## config.mk

```make
export PLATFORM = sky130hd
export DESIGN_NAME = lvds_rx_rst_seq
export DESIGN_NICKNAME = d
export VERILOG_FILES = /design/src/rtl/rxseq_pkg.sv /design/src/rtl/rxseq_sync.sv /design/src/rtl/rxseq_cnt.sv /design/src/rtl/rxseq_fsm.sv /design/src/rtl/lvds_rx_rst_seq.sv
export SDC_FILE = /design/constraint.sdc
export NUM_CORES = 1
export LEC_CHECK = 0
export CAP_MARGIN = 25
export CORE_UTILIZATION = 62
export CTS_BUF_LIST = sky130_fd_sc_hd__clkbuf_2
export DETAILED_ROUTE_END_ITERATION = 12
export PLACE_DENSITY = 0.85
export SYNTH_ARGS = -nofsm -noshare
export SYNTH_HDL_FRONTEND = slang
export SYNTH_HIERARCHICAL = 1
export SYNTH_SLANG_ARGS = --single-unit
```

## constraint.sdc

```tcl
create_clock -name clk -period 4 [get_ports clk]
set_input_delay 1 -clock clk [delete_from_list [all_inputs] [get_ports clk]]
set_output_delay 1 -clock clk [all_outputs]
set_load 0.05 [all_outputs]
```

## src/rtl/rxseq_pkg.sv

```systemverilog
package rxseq_pkg;

  typedef enum logic [1:0] {
    ST_HOLD       = 2'd0,
    ST_WAIT_PHASE = 2'd1,
    ST_FIFO_PULSE = 2'd2,
    ST_READY      = 2'd3
  } seq_state_e;

endpackage

```

## src/rtl/rxseq_sync.sv

```systemverilog
module rxseq_sync #(
  parameter int STAGES = 2
) (
  input  logic clk,
  input  logic rst,
  input  logic async_in,
  output logic sync_out
);

  logic [STAGES-1:0] chain;

  always_ff @(posedge clk) begin
    if (rst) chain <= '0;
    else     chain <= {chain[STAGES-2:0], async_in};
  end

  assign sync_out = chain[STAGES-1];

endmodule

```

## src/rtl/rxseq_cnt.sv

```systemverilog
module rxseq_cnt #(
  parameter int LIMIT = 4
) (
  input  logic clk,
  input  logic rst,
  input  logic clear,
  input  logic en,
  output logic at_last
);

  localparam int WIDTH = (LIMIT > 1) ? $clog2(LIMIT) : 1;
  localparam logic [WIDTH-1:0] LAST = WIDTH'(LIMIT - 1);

  logic [WIDTH-1:0] count;

  always_ff @(posedge clk) begin
    if (rst || clear)           count <= '0;
    else if (en && count != LAST) count <= count + 1'b1;
  end

  assign at_last = (count == LAST);

endmodule

```

## src/rtl/rxseq_fsm.sv

```systemverilog
module rxseq_fsm
  import rxseq_pkg::*;
#(
  parameter int FIFO_PULSE   = 4,
  parameter int LOCK_TIMEOUT = 4096
) (
  input  logic clk,
  input  logic rst,
  input  logic pll_ok,
  input  logic phase_ok,
  input  logic fifo_mode,
  input  logic restart,
  output logic aligner_rst,
  output logic fifo_rst,
  output logic rx_ready,
  output logic lock_timeout
);

  seq_state_e state, state_nxt;
  logic       wait_last, pulse_last;
  logic       timeout_nxt;

  rxseq_cnt #(.LIMIT(LOCK_TIMEOUT)) wait_cnt_i (
    .clk     (clk),
    .rst     (rst),
    .clear   (state != ST_WAIT_PHASE),
    .en      (state == ST_WAIT_PHASE),
    .at_last (wait_last)
  );

  rxseq_cnt #(.LIMIT(FIFO_PULSE)) pulse_cnt_i (
    .clk     (clk),
    .rst     (rst),
    .clear   (state != ST_FIFO_PULSE),
    .en      (state == ST_FIFO_PULSE),
    .at_last (pulse_last)
  );

  always_comb begin
    state_nxt = state;
    unique case (state)
      ST_HOLD:       state_nxt = ST_WAIT_PHASE;
      ST_WAIT_PHASE: if (phase_ok) state_nxt = fifo_mode ? ST_FIFO_PULSE : ST_READY;
      ST_FIFO_PULSE: if (pulse_last) state_nxt = ST_READY;
      ST_READY:      state_nxt = ST_READY;
      default:       state_nxt = ST_HOLD;
    endcase
    if (!pll_ok || restart) state_nxt = ST_HOLD;
  end

  always_comb begin
    timeout_nxt = lock_timeout;
    if (state_nxt == ST_HOLD)
      timeout_nxt = 1'b0;
    else if (state == ST_WAIT_PHASE && state_nxt == ST_WAIT_PHASE && wait_last)
      timeout_nxt = 1'b1;
  end

  always_ff @(posedge clk) begin
    if (rst) begin
      state        <= ST_HOLD;
      aligner_rst  <= 1'b1;
      fifo_rst     <= 1'b1;
      rx_ready     <= 1'b0;
      lock_timeout <= 1'b0;
    end else begin
      state        <= state_nxt;
      aligner_rst  <= (state_nxt == ST_HOLD);
      fifo_rst     <= (state_nxt == ST_HOLD) || (state_nxt == ST_FIFO_PULSE);
      rx_ready     <= (state_nxt == ST_READY);
      lock_timeout <= timeout_nxt;
    end
  end

endmodule

```

## src/rtl/lvds_rx_rst_seq.sv

```systemverilog
module lvds_rx_rst_seq #(
  parameter int SYNC_STAGES  = 2,
  parameter int FIFO_PULSE   = 4,
  parameter int LOCK_TIMEOUT = 4096
) (
  input  logic clk,
  input  logic rst,
  input  logic clkgen_lock_a,
  input  logic phase_lock_a,
  input  logic fifo_mode,
  input  logic restart,
  output logic aligner_rst,
  output logic fifo_rst,
  output logic rx_ready,
  output logic lock_timeout
);

  localparam int NUM_LOCKS = 2;

  logic [NUM_LOCKS-1:0] lock_async;
  logic [NUM_LOCKS-1:0] lock_sync;
  logic                 pll_ok;
  logic                 phase_ok;

  assign lock_async = {phase_lock_a, clkgen_lock_a};

  for (genvar g = 0; g < NUM_LOCKS; g++) begin : g_sync
    rxseq_sync #(.STAGES(SYNC_STAGES)) sync_i (
      .clk      (clk),
      .rst      (rst),
      .async_in (lock_async[g]),
      .sync_out (lock_sync[g])
    );
  end

  assign pll_ok   = lock_sync[0];
  assign phase_ok = lock_sync[1];

  rxseq_fsm #(
    .FIFO_PULSE   (FIFO_PULSE),
    .LOCK_TIMEOUT (LOCK_TIMEOUT)
  ) fsm_i (
    .clk          (clk),
    .rst          (rst),
    .pll_ok       (pll_ok),
    .phase_ok     (phase_ok),
    .fifo_mode    (fifo_mode),
    .restart      (restart),
    .aligner_rst  (aligner_rst),
    .fifo_rst     (fifo_rst),
    .rx_ready     (rx_ready),
    .lock_timeout (lock_timeout)
  );

endmodule

```

==> results by group <==
GRT
  – Global-route wire length before repair: 3.15 mm
  – Antenna violations before repair: 0
  – Largest net degree at the start of global routing: 13
  – Grt ovf: 0
  – Total GRT Usage: 0.224
  – Vias in the first global route: between 800 and 900

Pwr
  – PD cells: between 200 and 300 nW/um2
  – Static Leak: between 0.4 and 0.5 nW
  – VDD IR max: around 0.2 mV

Setup path
  – CP startpoint: fsm_i/lock_timeout$_SDFFE_PP0P_
  – Worst path bufs/invs: 1
  – Capture point of the worst reg-to-reg path: fsm_i/wait_cnt_i/count[11]$_SDFFE_PP0P_
  – Levels on crit path: 1
  – Critical path capture point: lock_timeout
  – Startpoint types: flop
  – Cells on worst reg2reg path: 6
  – Crit path cell chain: clkdlybuf4s50_1
  – Critical Path RT: about 3.0 ns
  – CP max FO: 2
  – Setup crit end kind: primary output
  – CP arrival: roughly 1.5 ns
  – CP delay by family, top: buffers and inverters
  – Slowest stage delay, CP: 0.80 ns
  – WS Path Type: reg2out
  – FF-to-FF setup slack: between 2 and 2.5 ns
  – RR Startpoint: fsm_i/state[0]$_SDFF_PP0_
  – Worst path slowest cell: clkdlybuf4s50_1

Synth
  – Synth warn: 6
  – Netlist cell types: 38
  – Syn Area/Cell: 9.37 um2
  – Sequential share of the synthesized area: 0.454
  – Yosys reg bits: 24
  – Post-Syn Area: between 1000 and 1500 um2
  – Cells after Synth: roughly 110
  – Syn_nets: roughly 120

Timing
  – Final total negative setup slack: 0 ns
  – Final WS setup: about 1.5 ns
  – RSZ-0062 raised after global routing: no
  – Final Hold Vio Count: 0
  – Tmin final: ~2.5 ns
  – Slew Limit Fails: 0
  – Final number of setup-violating endpoints: 0
  – Final period util: 0.621
  – Worst slew pin tran: ~0.50 ns
  – Max_slew headroom: 0.665
  – Clock skew: 0.0104 ns
  – Max Clk Rate: approximately 0.4 GHz

Detailed routing
  – Vias: ~840
  – Starting DRC count in detailed routing: 22
  – Remaining antenna violation count: 0
  – Mean routed wirelength per cell: 13.1 um
  – TritonRoute pass-1 iters: 8
  – DRC: 2
  – Avg Vias per Cell: roughly 6.1
  – Drt total wl: approximately 1.8 mm

Die
  – Die area: roughly 1900 um2
  – Starting Density: 0.679
  – Die Span X: around 43 um
  – Placement row count: 14
  – CORE AREA: around 1600 um2
  – # IOs: 10
  – Die Ht: between 40 and 50 um

Final layout
  – N_diodes: 0
  – Final Non-Filler Cells: roughly 140
  – Fin nets: approximately 130
  – Layout Utilization: 0.746
  – Layout area overhead: 9.93%
  – Commonest non-fill, non-tap cells in the layout: 24 x dfxtp_1, 10 x a21oi_1, 9 x clkdlybuf4s50_1
  – Most common cell after layout, fill and taps aside: dfxtp_1
  – Fillcell total: around 130
  – Layout cells sized above 1: 0.0902

Clock tree
  – Clock Path Buffers: 2
  – Hold_buf cts: 0
  – CTS H-tree lvls: 1
  – TritonCTS clock tree: built
  – Worst-skew pair later-pin latency: 0.32 ns
  – Post-CTS setup buffers: 0
  – CTS Buf Count: 3
  – Clk slew on worst S/H paths: approximately 0.20 ns
  – Root buf cell: clkbuf_2
  – Sink Count: 24
  – Post-CTS sizing: 0

Status
  – Run status: finished, violations left
  – Failing checks: design-rule violations

Placement
  – Placed insts: between 100 and 150
  – Post-DP HPWL: between 1 and 1.5 mm
  – GP Congestion: 0.798
  – Pre-CTS setup slack: around 1.5 ns
  – Port bufs: 9

Hold path
  – Worst hold path type: reg2reg

Run
  – Max-cap violations: 0
[worst min path at each step]
stage                                                    start  slack, ns                                   end  depth (start not counted)
after floorplan           g_sync[0].sync_i/chain[0]$_SDFF_PP0_       0.41  g_sync[0].sync_i/chain[1]$_SDFF_PP0_                          1
after detailed placement  g_sync[1].sync_i/chain[0]$_SDFF_PP0_       0.43  g_sync[1].sync_i/chain[1]$_SDFF_PP0_                          1
after CTS                      fsm_i/lock_timeout$_SDFFE_PP0P_       0.46       fsm_i/lock_timeout$_SDFFE_PP0P_                          2
after global placement    g_sync[1].sync_i/chain[0]$_SDFF_PP0_       0.42  g_sync[1].sync_i/chain[1]$_SDFF_PP0_                          1
final                     g_sync[0].sync_i/chain[0]$_SDFF_PP0_       0.45  g_sync[0].sync_i/chain[1]$_SDFF_PP0_                          1
after global routing      g_sync[1].sync_i/chain[0]$_SDFF_PP0_       0.48  g_sync[1].sync_i/chain[1]$_SDFF_PP0_                          1
[flip-flops by register name, summed over array words and instances, names as in the netlist]
register                 count
fsm_i/wait_cnt_i/count      12
g_sync.sync_i/chain          4
fsm_i/aligner_rst            1
fsm_i/rx_ready               1
fsm_i/state                  2
fsm_i/pulse_cnt_i/count      2
fsm_i/fifo_rst               1
fsm_i/lock_timeout           1
[report_power, final]
part           switching (mW)  internal [mW]
sequential           0.000958          0.242
clock                  0.0642         0.0204
combinational         0.00486        0.00674
[kinds of logic after synthesis]
family          share of synthesized area
simple gates                        0.297
compound gates                      0.152
flops                               0.454
buf+inv                            0.0473
xor+xnor                           0.0166
fa+ha+maj                          0.0236
mux                               0.00946
[through the flow]
step                power, mW  area, um2  hold slack (ns)
floorplan               0.252       1060            0.414
global placement        0.259       1150            0.420
detailed placement      0.259       1150            0.431
CTS                     0.344       1160            0.464
global route            0.353       1160            0.477
finish                  0.339       1160            0.453
[Yosys cell counts]
| master | number | area [um2] |
|---|---|---|
| nor3_2 | 2 | 20.0 |
| and3_1 | 2 | 12.5 |
| o41ai_1 | 1 | 8.76 |
| a21oi_1 | 10 | 50.1 |
| or2_2 | 1 | 6.26 |
| nor2b_4 | 1 | 13.8 |
| a41o_1 | 1 | 10.0 |
| or3b_1 | 1 | 8.76 |
| buf_6 | 1 | 11.3 |
| dfxtp_1 | 24 | 480 |
| a211oi_1 | 3 | 22.5 |
| nor2_1 | 7 | 26.3 |
| a211o_1 | 1 | 8.76 |
| ha_1 | 2 | 25.0 |
| or3_1 | 3 | 18.8 |
| and4_4 | 1 | 11.3 |
| o211a_1 | 2 | 20.0 |
| clkbuf_2 | 1 | 5.00 |
| a31oi_1 | 1 | 6.26 |
| nand2_1 | 5 | 18.8 |
| o31ai_1 | 2 | 15.0 |
| nand4_1 | 1 | 6.26 |
| and2_1 | 1 | 6.26 |
| nand3_1 | 6 | 30.0 |
| xnor2_1 | 1 | 8.76 |
| xor2_1 | 1 | 8.76 |
| inv_1 | 8 | 30.0 |
| mux2i_1 | 1 | 10.0 |
| nand2b_1 | 2 | 12.5 |
| nand4bb_1 | 1 | 11.3 |
| and4b_1 | 1 | 10.0 |
| nand3b_1 | 1 | 7.51 |
| nor3_1 | 1 | 5.00 |
| and3_4 | 3 | 33.8 |
| or4_1 | 4 | 30.0 |
| o21ai_0 | 4 | 20.0 |
| nor2b_1 | 4 | 25.0 |
| buf_1 | 1 | 3.75 |
[routing by layer]
| layer | routed length [um] | GRT usage |
|---|---|---|
| met1 | 822 | 0.260 |
| met2 | 907 | 0.403 |
| met3 | 59 | 0.0255 |
| met4 | 19 | 0.113 |
| met5 | 0 | 0 |
[area by class of cell]
type | count | area (um2) | share of cell area
timing repair buffer | 9 | 90.1 | 0.0774
multi-input combinational | 78 | 528 | 0.454
inverter | 8 | 30.0 | 0.0258
sequential | 24 | 480 | 0.413
tap | 16 | 20.0 | 0.0172
clock buffer | 3 | 15.0 | 0.0129
Power figures use the tool's default switching activity.
